--- src/rtl/die_trk_pkg.sv ---
package die_trk_pkg;

  localparam logic [7:0] OP_STATUS  = 8'h70;
  localparam logic [7:0] OP_COLSEL  = 8'h05;
  localparam logic [7:0] OP_COLGO   = 8'hE0;
  localparam logic [7:0] OP_LOAD    = 8'h80;
  localparam logic [7:0] OP_RELOC   = 8'h85;
  localparam logic [7:0] OP_COMMIT  = 8'h10;
  localparam logic [7:0] OP_PLANE   = 8'h11;
  localparam logic [7:0] OP_CCOMMIT = 8'h15;
  localparam logic [7:0] OP_CREAD   = 8'h31;

  // Where the die is inside a multi-cycle command sequence.
  typedef enum logic [2:0] {
    PH_IDLE,
    PH_LADDR,   // address cycles after 80h
    PH_DIN,     // data input phase
    PH_RELOC,   // column cycles after 85h
    PH_CSEL,    // column cycles after 05h
    PH_CGO      // waiting for E0h
  } phase_t;

  typedef enum logic [1:0] {
    BZ_CPROG,   // cache program handoff
    BZ_FULL,    // plain program, array busy blocks RDY
    BZ_CREAD    // cache read handoff
  } busy_kind_t;

endpackage

--- src/rtl/die_cmd_gate.sv ---
module die_cmd_gate
  import die_trk_pkg::*;
(
  input  logic [7:0] op,
  input  phase_t     phase,
  input  logic       rdy,
  input  logic       ardy,
  input  logic       cprog_run,
  input  logic       cread_run,
  output logic       ok,
  output logic       start,
  output busy_kind_t kind
);

  logic seq_free;
  assign seq_free = (phase == PH_IDLE);

  always_comb begin
    ok    = 1'b0;
    start = 1'b0;
    kind  = BZ_FULL;
    case (op)
      OP_STATUS:  ok = 1'b1;
      OP_COLSEL:  ok = rdy && seq_free && (ardy || cread_run);
      OP_COLGO:   ok = (phase == PH_CGO);
      OP_LOAD:    ok = rdy && seq_free && (ardy || cprog_run);
      OP_RELOC:   ok = (phase == PH_DIN);
      OP_PLANE:   ok = (phase == PH_DIN);
      OP_COMMIT: begin
        ok    = (phase == PH_DIN);
        start = ok;
        kind  = BZ_FULL;
      end
      OP_CCOMMIT: begin
        ok    = (phase == PH_DIN);
        start = ok;
        kind  = BZ_CPROG;
      end
      OP_CREAD: begin
        ok    = rdy && ardy && seq_free;
        start = ok;
        kind  = BZ_CREAD;
      end
      default:    ok = 1'b0;
    endcase
  end

endmodule

--- src/rtl/die_busy_timer.sv ---
module die_busy_timer
  import die_trk_pkg::*;
#(
  parameter int T_CBSY = 60,
  parameter int T_ARR  = 400
) (
  input  logic       clk,
  input  logic       rst,
  input  logic       start,
  input  busy_kind_t kind,
  output logic       rdy,
  output logic       ardy,
  output logic       cprog_run,
  output logic       cread_run,
  output logic       prog_done
);

  localparam int HW = (T_CBSY > 1) ? $clog2(T_CBSY) : 1;
  localparam int AW = (T_ARR > 1) ? $clog2(T_ARR) : 1;
  localparam logic [HW-1:0] HAND_MAX = HW'(T_CBSY - 1);
  localparam logic [AW-1:0] ARR_MAX  = AW'(T_ARR - 1);

  logic          hand_act, pend_full, pend_prog;
  logic [HW-1:0] hand_cnt;
  logic          arr_act, arr_full, arr_prog;
  logic [AW-1:0] arr_cnt;

  always_ff @(posedge clk) begin
    if (rst) begin
      hand_act  <= 1'b0;
      hand_cnt  <= '0;
      pend_full <= 1'b0;
      pend_prog <= 1'b0;
      arr_act   <= 1'b0;
      arr_cnt   <= '0;
      arr_full  <= 1'b0;
      arr_prog  <= 1'b0;
    end else begin
      if (arr_act) begin
        if (arr_cnt == '0) arr_act <= 1'b0;
        else               arr_cnt <= arr_cnt - 1'b1;
      end
      // Handoff ends only once its own time is spent and the array is free.
      if (hand_act) begin
        if (hand_cnt != '0) begin
          hand_cnt <= hand_cnt - 1'b1;
        end else if (!arr_act) begin
          hand_act <= 1'b0;
          arr_act  <= 1'b1;
          arr_cnt  <= ARR_MAX;
          arr_full <= pend_full;
          arr_prog <= pend_prog;
        end
      end
      if (start) begin
        hand_act  <= 1'b1;
        hand_cnt  <= (kind == BZ_FULL) ? '0 : HAND_MAX;
        pend_full <= (kind == BZ_FULL);
        pend_prog <= (kind != BZ_CREAD);
      end
    end
  end

  assign rdy       = !hand_act && !(arr_act && arr_full);
  assign ardy      = !hand_act && !arr_act;
  assign cprog_run = arr_act && arr_prog && !arr_full;
  assign cread_run = arr_act && !arr_prog;
  assign prog_done = arr_act && (arr_cnt == '0) && arr_prog;

  // the array only starts out of a handoff
  a_r11_arr_after_handoff: assert property (@(posedge clk) disable iff (rst)
    $rose(arr_act) |-> $past(hand_act));

  // a new busy phase is never launched on top of a running handoff
  a_r10_start_when_free: assert property (@(posedge clk) disable iff (rst)
    start |-> !hand_act);

  // a waiting handoff holds while the array is still running
  a_r11_hold_while_array: assert property (@(posedge clk) disable iff (rst)
    (hand_act && arr_act && arr_cnt != '0) |=> hand_act);

endmodule

--- src/rtl/die_status_reg.sv ---
module die_status_reg (
  input  logic       clk,
  input  logic       rst,
  input  logic       rdy,
  input  logic       ardy,
  input  logic       prog_done,
  input  logic       array_fail,
  output logic [7:0] status_byte
);

  logic fail_q, failc_q;

  always_ff @(posedge clk) begin
    if (rst) begin
      fail_q  <= 1'b0;
      failc_q <= 1'b0;
    end else if (prog_done) begin
      failc_q <= fail_q;
      fail_q  <= array_fail;
    end
  end

  assign status_byte = {1'b0, rdy, ardy, 3'b000, failc_q, fail_q};

  // fail bits move only on a program completion
  a_r13_fail_hold: assert property (@(posedge clk) disable iff (rst)
    !prog_done |=> $stable({failc_q, fail_q}));

endmodule

--- src/rtl/die_cmd_tracker.sv ---
module die_cmd_tracker
  import die_trk_pkg::*;
#(
  parameter int T_CBSY   = 60,
  parameter int T_ARR    = 400,
  parameter int ADDR_CYC = 5,
  parameter int COL_CYC  = 2
) (
  input  logic                 clk,
  input  logic                 rst,
  input  logic                 cmd_stb,
  input  logic                 addr_stb,
  input  logic [7:0]           io_byte,
  input  logic                 array_fail,
  output logic [7:0]           status_byte,
  output logic                 rb_n,
  output logic                 dout_mode,
  output logic                 cmd_acc,
  output logic                 cmd_rej,
  output logic                 cache_clr,
  output logic [8*COL_CYC-1:0] column_ptr
);

  localparam int IW = $clog2(ADDR_CYC + 1);
  localparam logic [IW-1:0] LADDR_LAST = IW'(ADDR_CYC - 1);
  localparam logic [IW-1:0] COL_LAST   = IW'(COL_CYC - 1);

  phase_t             phase;
  logic [IW-1:0]      idx;
  logic [8*COL_CYC-1:0] col_q;
  logic               two_plane;
  logic               dout_q, acc_q, rej_q, clr_q;

  logic       rdy, ardy, cprog_run, cread_run, prog_done;
  logic       g_ok, g_start;
  busy_kind_t g_kind;
  logic       take;

  die_cmd_gate u_gate (
    .op        (io_byte),
    .phase     (phase),
    .rdy       (rdy),
    .ardy      (ardy),
    .cprog_run (cprog_run),
    .cread_run (cread_run),
    .ok        (g_ok),
    .start     (g_start),
    .kind      (g_kind)
  );

  die_busy_timer #(.T_CBSY(T_CBSY), .T_ARR(T_ARR)) u_timer (
    .clk       (clk),
    .rst       (rst),
    .start     (cmd_stb && g_start),
    .kind      (g_kind),
    .rdy       (rdy),
    .ardy      (ardy),
    .cprog_run (cprog_run),
    .cread_run (cread_run),
    .prog_done (prog_done)
  );

  die_status_reg u_status (
    .clk         (clk),
    .rst         (rst),
    .rdy         (rdy),
    .ardy        (ardy),
    .prog_done   (prog_done),
    .array_fail  (array_fail),
    .status_byte (status_byte)
  );

  assign take = cmd_stb && g_ok;

  always_ff @(posedge clk) begin
    if (rst) begin
      phase     <= PH_IDLE;
      idx       <= '0;
      col_q     <= '0;
      two_plane <= 1'b0;
      dout_q    <= 1'b0;
      acc_q     <= 1'b0;
      rej_q     <= 1'b0;
      clr_q     <= 1'b0;
    end else begin
      acc_q <= take;
      rej_q <= cmd_stb && !g_ok;
      clr_q <= take && (io_byte == OP_LOAD) && !two_plane;
      if (take) begin
        dout_q <= (io_byte == OP_COLGO);
        case (io_byte)
          OP_COLSEL: begin phase <= PH_CSEL;  idx <= '0; end
          OP_LOAD:   begin phase <= PH_LADDR; idx <= '0; two_plane <= 1'b0; end
          OP_RELOC:  begin phase <= PH_RELOC; idx <= '0; end
          OP_PLANE:  begin phase <= PH_IDLE;  two_plane <= 1'b1; end
          OP_COLGO, OP_COMMIT, OP_CCOMMIT: phase <= PH_IDLE;
          default: ;
        endcase
      end else if (addr_stb && !cmd_stb) begin
        if (phase == PH_LADDR || phase == PH_RELOC || phase == PH_CSEL) begin
          for (int b = 0; b < COL_CYC; b++) begin
            if (idx == IW'(b)) col_q[b*8 +: 8] <= io_byte;
          end
          idx <= idx + 1'b1;
          if (phase == PH_LADDR && idx == LADDR_LAST) begin
            phase <= PH_DIN;
            idx   <= '0;
          end else if (phase != PH_LADDR && idx == COL_LAST) begin
            phase <= (phase == PH_RELOC) ? PH_DIN : PH_CGO;
            idx   <= '0;
          end
        end
      end
    end
  end

  assign rb_n       = rdy;
  assign dout_mode  = dout_q;
  assign cmd_acc    = acc_q;
  assign cmd_rej    = rej_q;
  assign cache_clr  = clr_q;
  assign column_ptr = col_q;

  // accept and reject never coincide
  a_r3_one_verdict: assert property (@(posedge clk) disable iff (rst)
    !(cmd_acc && cmd_rej));

  // every verdict pulse traces back to a command strobe
  a_r3_pulse_cause: assert property (@(posedge clk) disable iff (rst)
    (cmd_acc || cmd_rej) |-> $past(cmd_stb));

  // a cache clear only comes with an accepted command
  a_r7_clr_with_accept: assert property (@(posedge clk) disable iff (rst)
    cache_clr |-> cmd_acc);

  // output mode only switches on with an accepted command
  a_r5_dout_on_accept: assert property (@(posedge clk) disable iff (rst)
    $rose(dout_mode) |-> cmd_acc);

  // a rejected command never changes output mode
  a_r5_dout_kept_on_reject: assert property (@(posedge clk) disable iff (rst)
    cmd_rej |-> $stable(dout_mode));

endmodule

--- config.mk ---
export PLATFORM = sky130hd
export DESIGN_NAME = die_cmd_tracker
export DESIGN_NICKNAME = d
export VERILOG_FILES = /design/src/rtl/die_trk_pkg.sv /design/src/rtl/die_cmd_gate.sv /design/src/rtl/die_busy_timer.sv /design/src/rtl/die_status_reg.sv /design/src/rtl/die_cmd_tracker.sv
export SDC_FILE = /design/constraint.sdc
export NUM_CORES = 1
export LEC_CHECK = 0
export BUFFER_PORTS_ARGS = -buffer_cell sky130_fd_sc_hd__clkbuf_2
export CAP_MARGIN = 10
export CORE_MARGIN = 2
export CORE_UTILIZATION = 60
export CTS_BUF_LIST = sky130_fd_sc_hd__clkbuf_16
export DETAILED_ROUTE_END_ITERATION = 8
export PLACE_DENSITY = 0.92
export SLEW_MARGIN = 5
export SYNTH_ARGS = -nofsm -noshare
export SYNTH_HDL_FRONTEND = slang
export SYNTH_SLANG_ARGS = --single-unit
--- constraint.sdc ---
create_clock -name clk -period 3.4 [get_ports clk]
set_clock_uncertainty 0.2 [all_clocks]
set_input_delay 0.34 -clock clk [delete_from_list [all_inputs] [get_ports clk]]
set_output_delay 0.34 -clock clk [all_outputs]
set_load 0.03 [all_outputs]
# Word-level counts from Yosys, hierarchy flattened
# Index checks and enable logic that the tools add are counted.
# totals
inputBits,13
reg_bits,50
out_inout_bits,29
elab_cells,135
# classes
n_bitwise,3
add_sub_neg,3
eq_ne,21
mux,35
reduce_logical,54
# op_table
op,n
two-way mux 9 bit,5
two-way mux 3 bit,12
"== test 8 x 5 -> 1 bit, second input constant",3
"== test 8 bit, second input constant",3
two-way mux 6 bit,4
logical AND 1 bit,21
case mux 3 bit (4 select lines),1
AND reduction 4 bit,3
nonzero test 2 bit,5
"== test 3 bit, second input constant",3
zero test 9 bit,1
two-way mux 1 bit,9
"subtractor 9 x 1 -> 9 bit, second input constant",1
"== test 8 x 3 -> 1 bit, second input constant",1
"== test 8 x 6 -> 1 bit, second input constant",1
"== test 8 x 7 -> 1 bit, second input constant",1
zero test 1 bit,8
OR reduction 4 bit,2
"== test 3 x 1 -> 1 bit, second input constant",2
"== test 3 x 2 -> 1 bit, second input constant",2
zero test 3 bit,2
case mux 1 bit (6 select lines),1
AND reduction 3 bit,2
nonzero test 6 bit,1
14 further kinds,22

# Logic depth before layout (Yosys ltp)
# Gate-level depths: netlist (run 1).
# depth
ltp_word,9
depth_mapped,9
depth_no_buf,8

# Cells and area by module
# Synthesis (run 1) repeated with hierarchy kept, for this count alone.
# unflattened
hier_cells,311
area_unflattened_um2,2692.6
# modules_own_cells
module,area_per_inst_um2,seq_area_each_um2,cells_each,instances
die_cmd_tracker,1296.2,540.5,145,1
die_busy_timer,1027.2,420.4,117,1
die_cmd_gate,237.7,0.0,34,1
die_status_reg,131.4,40.0,15,1

# Worst setup path before layout (run 1)
# No wires, ideal clock.
# synth_timing
path_type,register to register
startpoint,register u_timer.arr_act
endpoint,register phase[1]
required_ns,3.083
n_path_buf,0
slack_ns,1.123
period_less_slack_ns,2.277
setup_time_ns,0.117
stages_incl_launch_ff,7
arrival_time_ns,1.960
path_cell_list,dfxtp_1 a21oi_1 o21a_1 a21boi_1 o2111ai_4 nand2_1 a22o_1
# synth_between
elab_chain_cells,9
elab_cells_between_ends,23
classes_between,eq/ne: 1; mux: 2; reduce/logical: 20
# synth_lines
item,line_no,source
start: declaration,die_busy_timer.sv:25,"logic arr_act, arr_full, arr_prog;"
start signal: assignment,die_busy_timer.sv:34,arr_act <= 1'b0;
start signal: assignment,die_busy_timer.sv:40,if (arr_cnt == '0) arr_act <= 1'b0;
start signal: assignment,die_busy_timer.sv:49,arr_act <= 1'b1;
logical AND 1 bit *,die_busy_timer.sv:64,assign rdy = !hand_act && !(arr_act && arr_full);
zero test 1 bit *,die_busy_timer.sv:64,
logical AND 1 bit *,die_busy_timer.sv:64,
via rb_n,die_cmd_tracker.sv:16,"output logic rb_n,"
"logical AND 1 bit, on equally long branches (2 in series)","die_cmd_gate.sv:40, die_cmd_gate.sv:24, die_cmd_gate.sv:26",
case mux 1 bit (6 select lines) *,die_cmd_gate.sv:22,case (op)
logical AND 1 bit *,die_cmd_tracker.sv:73,assign take = cmd_stb && g_ok;
"!= test 5 x 2 -> 1 bit (no source line), or another cell as far along",-,
AND reduction 4 bit (no source line),-,
end signal: assignment,die_cmd_tracker.sv:109,phase <= (phase == PH_RELOC) ? PH_DIN : PH_CGO;
end: declaration,die_cmd_tracker.sv:28,phase_t phase;
# Mark *: on every way through the listed nets, which the timed path passes. The rest lies on a longest branch.
# A chain may end at the register's enable or synchronous reset.

# Worst setup path after layout (run 1)
# layout_timing
startpoint,register phase[2]
endpoint,"register col_q[10], in the netlist column_ptr[10]"
# layout_between
elab_chain_cells,7
elab_cells_between_ends,16
classes_between,eq/ne: 5; mux: 1; bitwise: 1; reduce/logical: 9
# layout_lines
item,line_no,source
zero test 3 bit,die_cmd_gate.sv:16,assign seq_free = (phase == PH_IDLE);
logical AND 1 bit,"die_cmd_gate.sv:24, die_cmd_gate.sv:26",
"logical AND 1 bit, on equally long branches","die_cmd_gate.sv:26, die_cmd_gate.sv:24",
case mux 1 bit (6 select lines),die_cmd_gate.sv:22,
logical AND 1 bit,die_cmd_tracker.sv:73,
NOT 1 bit (no source line),-,
AND reduction 4 bit (no source line) *,-,
end signal: indexed assignment,die_cmd_tracker.sv:102,if (idx == IW'(b)) col_q[b*8 +: 8] <= io_byte;
end: declaration,die_cmd_tracker.sv:30,logic [8*COL_CYC-1:0] col_q;
# Every way passes the cells marked *; elsewhere a longest branch is shown, timed or not.

==> results of run 1 <==
==> final cells by class <==
type / instances / share of cell area
multi-input combinational: 231 / 0.505
clock buffer: 5 / 0.0434
sequential: 50 / 0.347
tap: 50 / 0.0217
timing repair buffer: 37 / 0.0642
inverter: 10 / 0.0130
clock inverter: 3 / 0.00607
==> power groups by stage <==
stage / Clock, mW / Combinational, mW / Sequential [mW]
floorplan: 0 / 0.0443 / 0.602
global placement: 0 / 0.0588 / 0.600
detailed placement: 0 / 0.0597 / 0.600
CTS: 0.482 / 0.0604 / 0.587
global route: 0.498 / 0.0661 / 0.587
finish: 0.475 / 0.0615 / 0.587
==> sequential cells by signal (all words and copies together) (netlist names) <==
register and cells:
u_timer.hand_act 1, u_timer.pend_full 1, idx 3, u_timer.arr_prog 1, dout_mode 1, u_timer.pend_prog 1
two_plane 1, cmd_rej 1, phase 3, column_ptr 16, u_timer.arr_cnt 9, u_status.failc_q 1
cmd_acc 1, u_timer.arr_full 1, u_timer.hand_cnt 6, cache_clr 1, u_status.fail_q 1, u_timer.arr_act 1
==> worst min path at each step <==
stage / to / slack, ns / cells past startpoint
global placement: cache_clr$_SDFF_PP0_ / 0.21 / 1
detailed placement: cache_clr$_SDFF_PP0_ / 0.21 / 1
finish: u_status.fail_q$_SDFFE_PP0P_ / 0.12 / 3
floorplan: cache_clr$_SDFF_PP0_ / 0.20 / 1
global route: u_status.fail_q$_SDFFE_PP0P_ / 0.13 / 3
CTS: u_status.fail_q$_SDFFE_PP0P_ / 0.12 / 3
==> placed cells by master (no fill, tap or decap), types with 2 or more instances in the layout <==
cell type / instances
o21ai_0: 6
nor3_1: 9
and2_1: 3
a31oi_1: 4
a211o_1: 2
and4b_1: 2
nand3_1: 21
o22ai_1: 3
o21ai_1: 3
clkbuf_2: 37
inv_1: 11
conb_1: 4
nor2_1: 18
nor2b_1: 2
nor4_1: 3
clkbuf_16: 5
a221oi_2: 2
or3b_2: 2
nand2_1: 44
mux2i_1: 2
dfxtp_1: 50
ha_1: 5
nand4b_1: 3
xor2_1: 5
a21o_1: 2
nor3b_1: 5
xnor2_1: 5
or4_1: 3
nand2b_1: 6
a21oi_1: 38
==> cell families after synthesis <==
logic type | after synthesis | share of synthesized area
AND/OR/NAND/NOR | 136 | 0.291
AO/OA/AOI/OAI | 74 | 0.196
flip-flops | 50 | 0.384
buffers and inverters | 31 | 0.0619
XOR/XNOR | 10 | 0.0336
adder cells (fa/ha/maj) | 5 | 0.0240
multiplexers | 2 | 0.00768
other | 1 | 0.00144
==> through the flow <==
stage / power, mW / util / cells / cell area [sq um] / hold WS, ns
after floorplan: 0.646 / - / 312 / 2620 / 0.198
after global placement: 0.659 / 0.671 / 378 / 2740 / 0.211
after detailed placement: 0.660 / 0.671 / 378 / 2740 / 0.214
after CTS: 1.13 / 0.706 / 386 / 2880 / 0.116
after global routing: 1.15 / 0.706 / 386 / 2880 / 0.133
final: 1.12 / 0.706 / 386 / 2880 / 0.116
==> critical path: cells and delay by family (launching register included) <==
| family | cells | cell delay, ns |
|---|---|---|
| AO/OA/AOI/OAI | 2 | 0.50 |
| flip-flops | 1 | 0.41 |
| AND/OR/NAND/NOR | 4 | 1.15 |
==> routing by layer <==
metal	vias up	track usage	routed length, um
li1	1136	-	-
met1	1081	0.289	2400
met2	83	0.436	2970
met3	12	0.0606	370
met4	0	0.115	119
met5	-	0	0
==> impl_metrics.csv, run 1 <==
group,metric,value,unit
finish,multiInputGateArea,1460,sq um
synthesis,synth_cell_type_count,61,
floorplan,rows,23,
worst_setup_path,critPathSlowestCell,"a211o_1",
pwr,power_frac_seq,0.523,
pwr,leakage,1.07,nW
worst_setup_path,path_max_fanout,19,
drt,routed_wl,5860,um
run,cap_violations,0,
clock_tree,cts_max_path_buffers,2,
worst_setup_path,rrSetupSlack,0.98,ns
timing,fin_crit_sh,0.711,
global_route,grt_pass1_vias,2232,
worst_setup_path,r2r_cells,6,
worst_setup_path,critPathMaxStageDelay,0.42,ns
clock_tree,numCtsBuffers,5,
worst_setup_path,cp.required,3.32,ns
timing,rsz0062_at_grt,"no",
worst_hold_path,hold_path_class,"in -> reg",
worst_hold_path,min_from,"array_fail",
floorplan,start_util,0.638,
worst_setup_path,r2r-start,"phase[2]$_SDFFE_PP0P_",
pwr,p_int,0.873,mW
placement,dpl.hpwl,4150,um
drt,drt_iter0_drc,96,
finish,fill_cells,297,
pwr,p_sw_frac,0.223,
pwr,powerDensity,389,nW/um^2
clock_tree,postCtsSetupBuffers,0,
clock_tree,htree_levels,2,
worst_setup_path,path_common_cell,"nand2_1",
synthesis,synth_common_cells,"dfxtp_1, nand2_1, a21oi_1, nand3_1, nor2_1",
clock_tree,cts_resized,0,
timing,setup_violations,0,
synthesis,synth-seq-cells,50,
pwr,pwr-share-clk,0.423,
outcome,status,"completed",
floorplan,core,4090,sq um
finish,nets,353,
synthesis,syn_inst,309,
synthesis,avgSynthCellArea,8.43,sq um
synthesis,ys_seq_area_frac,0.384,
clock_tree,clock_sinks,50,
clock_tree,clk_pin_slew,0.07,ns
floorplan,die_w,69.9,um
placement,place_congestion,0.941,
worst_setup_path,path_cells,"or3b_1 > a211o_1 > nor2_4 > nand2_1 > nand2_1 > a21oi_1",
global_route,grtUsageTotal,0.251,
worst_setup_path,crit_type,"reg -> reg",
drt,via_count,2312,
timing,drv_slew,0,
finish,drive_gt1_frac,0.185,
synthesis,ys_top_cells_by_area,"dfxtp_1, a21oi_1, nand2_1, nand3_1, buf_4",
clock_tree,clk_latency,0.29,ns
timing,finalSetupTns,0,ns
synthesis,synth_top_cell_by_area,"dfxtp_1",
finish,syn2layout_area_growth,10.7,%
drt,post_drt_via_cell_ratio,5.99,
finish,diodes,0,
pwr,pwr-share-comb,0.055,
finish,seqCellArea,1000,sq um
global_route,grt_max_degree,48,
placement,pre_cts_ws,0.943,ns
worst_setup_path,crit_path_end_kind,"flip-flop",
drt,drt_pass1_iterations,4,
drt,wl_per_cell,15.2,um
synthesis,synth_edf_count,0,
timing,worst_slew_pin_slew,0.981,ns
synthesis,synth_ff_type,"dfxtp_1",
pwr,p_sw,0.250,mW
global_route,antenna_found_initial,0,
synthesis,synth.most_common_cell,"dfxtp_1",
worst_setup_path,start_kind,"flip-flop",
clock_tree,cts_tree,"built",
floorplan,die_area,4890,sq um
clock_tree,holdBufCountCts,0,
clock_tree,ctsRootBufferMaster,"clkbuf_16",
worst_setup_path,crit_end,"column_ptr[10]$_SDFFE_PP0P_",
drt,drc,0,
worst_setup_path,arrival,2.34,ns
drt,ant_nets,0,
placement,port_buffers,37,
global_route,globalRoute.totalOverflow,0,
synthesis,syn_area,2610,sq um
worst_setup_path,rr_endpoint,"column_ptr[10]$_SDFFE_PP0P_",
timing,hold_viol,0,
timing,fin_crit,2.42,ns
floorplan,die_y,69.9,um
pwr,max-vdd-ir-drop,0.445,mV
synthesis,synth_top_area_frac,0.384,
timing,finalWorstSetupSlack,0.981,ns
synthesis,synthArstFlopShare,0,
timing,slew_headroom,0.346,
worst_setup_path,worstSetupStartpoint,"phase[2]$_SDFFE_PP0P_",
global_route,grt_pass1_wl,9960,um
synthesis,yosysWarningCount,0,
timing,fmax,413,MHz
floorplan,ioPinCount,42,
Note: power is estimated with default switching activity, not from simulation.
==> run 2, diff against run 1 <==
--- a/config.mk
+++ b/config.mk
@@ -8,10 +8,10 @@
 export BUFFER_PORTS_ARGS = -buffer_cell sky130_fd_sc_hd__clkbuf_2
 export CAP_MARGIN = 10
 export CORE_MARGIN = 2
-export CORE_UTILIZATION = 60
+export CORE_UTILIZATION = 56
 export CTS_BUF_LIST = sky130_fd_sc_hd__clkbuf_16
 export DETAILED_ROUTE_END_ITERATION = 8
-export PLACE_DENSITY = 0.92
+export PLACE_DENSITY = 0.87
 export SLEW_MARGIN = 5
 export SYNTH_ARGS = -nofsm -noshare
 export SYNTH_HDL_FRONTEND = slang
==> constraint.sdc (replaced) <==
create_clock -name clk -period 2.25 [get_ports clk]
set_clock_uncertainty 0.2 [all_clocks]
set_input_delay 0.225 -clock clk [delete_from_list [all_inputs] [get_ports clk]]
set_output_delay 0.225 -clock clk [all_outputs]
set_load 0.03 [all_outputs]
==> impl_metrics.csv, run 2 (same netlist as run 1, synthesis figures left out) <==
group,metric,value,unit
worst_setup_path,critPathSlowestCell,"a211o_1",
clock_tree,holdBufCountCts,0,
finish,nets,371,
timing,rsz0062_at_grt,"no",
timing,finalWorstSetupSlack,0.0999,ns
finish,fill_cells,320,
placement,pre_cts_ws,-0.0130,ns
floorplan,die_area,5220,sq um
clock_tree,clk_latency,0.29,ns
drt,via_count,2361,
floorplan,die_y,72.2,um
finish,stdcell_count,406,
drt,drt_pass1_iterations,4,
clock_tree,postCtsSetupBuffers,0,
outcome,violations,"negative hold slack",
worst_setup_path,path_max_fanout,8,
timing,fmax,465,MHz
floorplan,start_util,0.590,
global_route,grt_max_degree,29,
timing,setup_violations,0,
clock_tree,numCtsBuffers,5,
global_route,grt_pass1_wl,10200,um
clock_tree,clock_sinks,50,
pwr,max-vdd-ir-drop,0.477,mV
timing,worst_slew_pin_slew,0.588,ns
worst_setup_path,arrival,2.12,ns
drt,drt_iter0_drc,146,
finish,finish.utilization,0.698,
worst_setup_path,start_kind,"flip-flop",
outcome,status,"finished, violations left",
timing,fin_crit_sh,0.956,
floorplan,ioPinCount,42,
worst_setup_path,path_common_cell,"nand2_1",
placement,placed_cells,398,
timing,slew_headroom,0.608,
pwr,leakage,1.18,nW
worst_hold_path,hold_path_class,"in -> reg",
finish,most-common-layout-cells,"dfxtp_1, nand2_1, a21oi_1, clkbuf_2, nand3_1",
clock_tree,ctsRootBufferMaster,"clkbuf_16",
finish,drive_gt1_frac,0.234,
global_route,grtUsageTotal,0.246,
placement,dpl.hpwl,4420,um
floorplan,rows,24,
drt,wl_per_cell,14.9,um
finish,largest_reg_flops,16,
finish,stdcell_area,3080,sq um
timing,drv_slew,0,
timing,fin_crit,2.15,ns
drt,ant_nets,0,
run,cap_violations,0,
finish,diodes,0,
global_route,globalRoute.totalOverflow,0,
clock_tree,cts_max_path_buffers,2,
worst_setup_path,crit_type,"reg -> reg",
worst_setup_path,critPathMaxStageDelay,0.43,ns
placement,place_congestion,0.879,
clock_tree,htree_levels,2,
global_route,grt_pass1_vias,2264,
pwr,powerDensity,627,nW/um^2
worst_setup_path,crit_path_end_kind,"flip-flop",
drt,routed_wl,6050,um
drt,post_drt_via_cell_ratio,5.82,
drt,drc,0,
pwr,finalPower,1.93,mW
worst_setup_path,cp.required,2.22,ns
clock_tree,cts_resized,0,
floorplan,core,4410,sq um
placement,placed_cell_area,2880,sq um
timing,hold_ws,-0.0107,ns
finish,syn2layout_area_growth,18.2,%
global_route,antenna_found_initial,0,
floorplan,die_w,72.2,um
finish,final_common_cell,"dfxtp_1",
timing,hold_viol,1,
clock_tree,clk_pin_slew,0.06,ns
placement,port_buffers,37,
clock_tree,cts_tree,"built",
worst_setup_path,path_cells,"or3b_1 > a211o_1 > nor2_4 > nand2_1 > nand2_1 > a21oi_1",
## run 2: layer usage
| metal | track usage | vias up | part of all wire |
|---|---|---|---|
| met1 | 0.297 | 1100 | 0.43 |
| met5 | 0 | - | 0 |
| met3 | 0.0597 | 12 | 0.052 |
| met2 | 0.425 | 75 | 0.49 |
| met4 | 0.0881 | 0 | 0.020 |
| li1 | - | 1174 | - |
## run 2: final timing paths
path / from / endpoint / slack, ns / cells after the start
worst max-delay path: phase[2]$_SDFFE_PP0P_ / column_ptr[10]$_SDFFE_PP0P_ / 0.1 / 6
worst min-delay path: array_fail / u_status.fail_q$_SDFFE_PP0P_ / -0.01 / 3
worst max register to register: phase[2]$_SDFFE_PP0P_ / column_ptr[10]$_SDFFE_PP0P_ / 0.1 / 6
worst min register to register: two_plane$_SDFFE_PP0P_ / cache_clr$_SDFF_PP0_ / 0.23 / 1
## run 2: cell type report
| class | count | area (sq um) | share of cell area |
|---|---|---|---|
| clock inverters | 3 | 63.8 | 0.0207 |
| inverters | 10 | 37.5 | 0.0122 |
| flip-flops and latches | 50 | 1000 | 0.325 |
| multi-input cells | 231 | 1470 | 0.476 |
| well taps | 52 | 65.1 | 0.0211 |
| repair buffers | 55 | 320 | 0.104 |
| clock buffers | 5 | 125 | 0.0406 |
## run 2: worst max-delay path, delay by kind of cell (launching register included)
kind / cells / cell delay (ns)
and+or+nand+nor: 4 / 0.93
AOI/OAI and AO/OA: 2 / 0.50
DFF: 1 / 0.40
## run 2: per-stage QoR
stage / hold WS (ns) / TNS, ns
finish: -0.0107 / 0
CTS: 0.00291 / 0
floorplan: 0.169 / 0
global placement: 0.211 / 0
global route: 0.0184 / 0
detailed placement: 0.225 / -0.0130
## run 2: where the power goes
part / internal (mW) / switching (mW) / leakage [nW] / total (mW)
sequential: 0.886 / 0.000671 / 0.403 / 0.887
clock: 0.632 / 0.308 / 0.0915 / 0.941
combinational: 0.0342 / 0.0700 / 0.688 / 0.104
total: 1.55 / 0.379 / 1.18 / 1.93
==> run 3, diff against run 2 <==
--- a/config.mk
+++ b/config.mk
@@ -5,7 +5,7 @@
 export SDC_FILE = /design/constraint.sdc
 export NUM_CORES = 1
 export LEC_CHECK = 0
-export BUFFER_PORTS_ARGS = -buffer_cell sky130_fd_sc_hd__clkbuf_2
+export BUFFER_PORTS_ARGS = -buffer_cell sky130_fd_sc_hd__buf_2
 export CAP_MARGIN = 10
 export CORE_MARGIN = 2
 export CORE_UTILIZATION = 56
==> impl_metrics.csv, run 3 (same netlist as run 1, synthesis figures left out) <==
group,metric,value,unit
placement,port_buffers,37,
worst_setup_path,crit_type,"reg -> reg",
global_route,globalRoute.totalOverflow,0,
pwr,max-vdd-ir-drop,0.398,mV
global_route,antenna_found_initial,0,
drt,wl_per_cell,14.5,um
global_route,grtUsageTotal,0.234,
pwr,power_frac_seq,0.513,
worst_setup_path,critPathSlowestCell,"or3b_2",
timing,worst_slew_pin_slew,0.587,ns
placement,place_congestion,0.871,
floorplan,die_area,5220,sq um
pwr,pwr-share-comb,0.056,
drt,via_count,2277,
floorplan,core,4410,sq um
worst_setup_path,crit_family,"compound AO/OA/AOI/OAI gates",
drt,ant_nets,0,
clock_tree,ctsRootBufferMaster,"clkbuf_16",
finish,largest_reg_flops,16,
worst_setup_path,start_kind,"flip-flop",
worst_setup_path,crit_buf_inv,0,
pwr,p_sw_frac,0.232,
finish,diodes,0,
clock_tree,numCtsBuffers,5,
timing,setup_violations,0,
drt,post_drt_via_cell_ratio,5.68,
floorplan,ioPinCount,42,
global_route,grt_pass1_wl,9690,um
timing,finalWorstSetupSlack,0.114,ns
finish,finish.utilization,0.681,
pwr,p_int,1.33,mW
pwr,pwr-share-clk,0.431,
clock_tree,clock_sinks,50,
pwr,leakage,1.15,nW
timing,drv_slew,0,
timing,fin_crit,2.14,ns
timing,fmax,468,MHz
worst_setup_path,critPathMaxStageDelay,0.49,ns
finish,most-common-layout-cells,"dfxtp_1, nand2_1, a21oi_1, buf_2, nand3_1",
outcome,status,"completed",
clock_tree,clk_latency,0.29,ns
drt,drt_pass1_iterations,4,
timing,hold_viol,0,
worst_hold_path,hold_path_class,"in -> reg",
worst_setup_path,path_cells,"or3b_2 > o22ai_1 > o21ai_1 > o2111ai_4 > nand2_1 > a221oi_2",
drt,drc,0,
floorplan,start_util,0.590,
floorplan,die_y,72.2,um
drt,drt_iter0_drc,113,
worst_setup_path,crit_path_end_kind,"flip-flop",
placement,pre_cts_ws,0.0460,ns
finish,nets,366,
finish,drive_gt1_frac,0.226,
worst_setup_path,arrival,2.14,ns
finish,syn2layout_area_growth,15.3,%
clock_tree,cts_tree,"built",
global_route,grt_pass1_vias,2141,
clock_tree,cts_max_path_buffers,2,
timing,slew_headroom,0.605,
worst_setup_path,cp.required,2.25,ns
finish,final_common_cell,"dfxtp_1",
drt,routed_wl,5800,um
worst_setup_path,path_max_fanout,9,
pwr,p_sw,0.401,mW
clock_tree,clk_pin_slew,0.06,ns
run,cap_violations,0,
pwr,powerDensity,575,nW/um^2
clock_tree,htree_levels,2,
pwr,finalPower,1.73,mW
floorplan,die_w,72.2,um
global_route,grt_max_degree,26,
floorplan,rows,24,
placement,dpl.hpwl,4260,um
timing,fin_crit_sh,0.949,
-- run 3: power groups by stage --
stage               clock, mW  combinational [mW]  sequential, mW
finish                  0.745              0.0971           0.887
global route            0.792               0.106           0.886
CTS                     0.757              0.0967           0.887
detailed placement          0              0.0950           0.907
global placement            0              0.0939           0.907
floorplan                   0              0.0669           0.909
-- run 3: final timing paths --
path | start | endpoint | slack, ns | depth (start not counted)
worst max-delay path | phase[1]$_SDFFE_PP0P_ | phase[2]$_SDFFE_PP0P_ | 0.11 | 6
worst min-delay path | io_byte[3] | column_ptr[3]$_SDFFE_PP0P_ | 0.05 | 3
worst max register to register | phase[1]$_SDFFE_PP0P_ | phase[2]$_SDFFE_PP0P_ | 0.11 | 6
worst min register to register | two_plane$_SDFFE_PP0P_ | cache_clr$_SDFF_PP0_ | 0.23 | 1
-- run 3: per-layer routing --
layer / track usage / wire [um]
met5: 0 / 0
met4: 0.0922 / 108
met3: 0.0458 / 227
met2: 0.391 / 2790
met1: 0.296 / 2680
-- run 3: final cells by class --
cell class	instances	area, sq um
multi-input cells	231	1470
fillers	358	1410
flip-flops and latches	50	1000
repair buffers	50	285
clock buffers	5	125
well taps	52	65.1
inverters	10	37.5
clock inverters	3	21.3
-- run 3: through the flow --
| stage | setup TNS, ns | hold WS, ns | std cells | area, sq um |
|---|---|---|---|---|
| 6_report | 0 | 0.0545 | 401 | 3010 |
| 5_1_grt | -0.0178 | 0.0776 | 401 | 3010 |
| 4_1_cts | 0 | 0.0526 | 401 | 2990 |
| 3_5_place_dp | 0 | 0.217 | 392 | 2840 |
| 3_3_place_gp | 0 | 0.209 | 392 | 2840 |
| 2_1_floorplan | 0 | 0.169 | 312 | 2620 |
-- run 3: worst register-to-register path: cells and delay by family (launching register included) --
family / cells / cell delay (ns)
AO/OA/AOI/OAI: 4 / 0.75
AND/OR/NAND/NOR: 2 / 0.67
flip-flops: 1 / 0.43
-- run 3: repair_timing --
item                                    in CTS  in global routing
resized for setup                            0                  4
hold buffers                                 1                  0
hold endpoints to repair                     1                  0
buffers inserted                             0                  0
endpoints found under the setup margin       0                  9
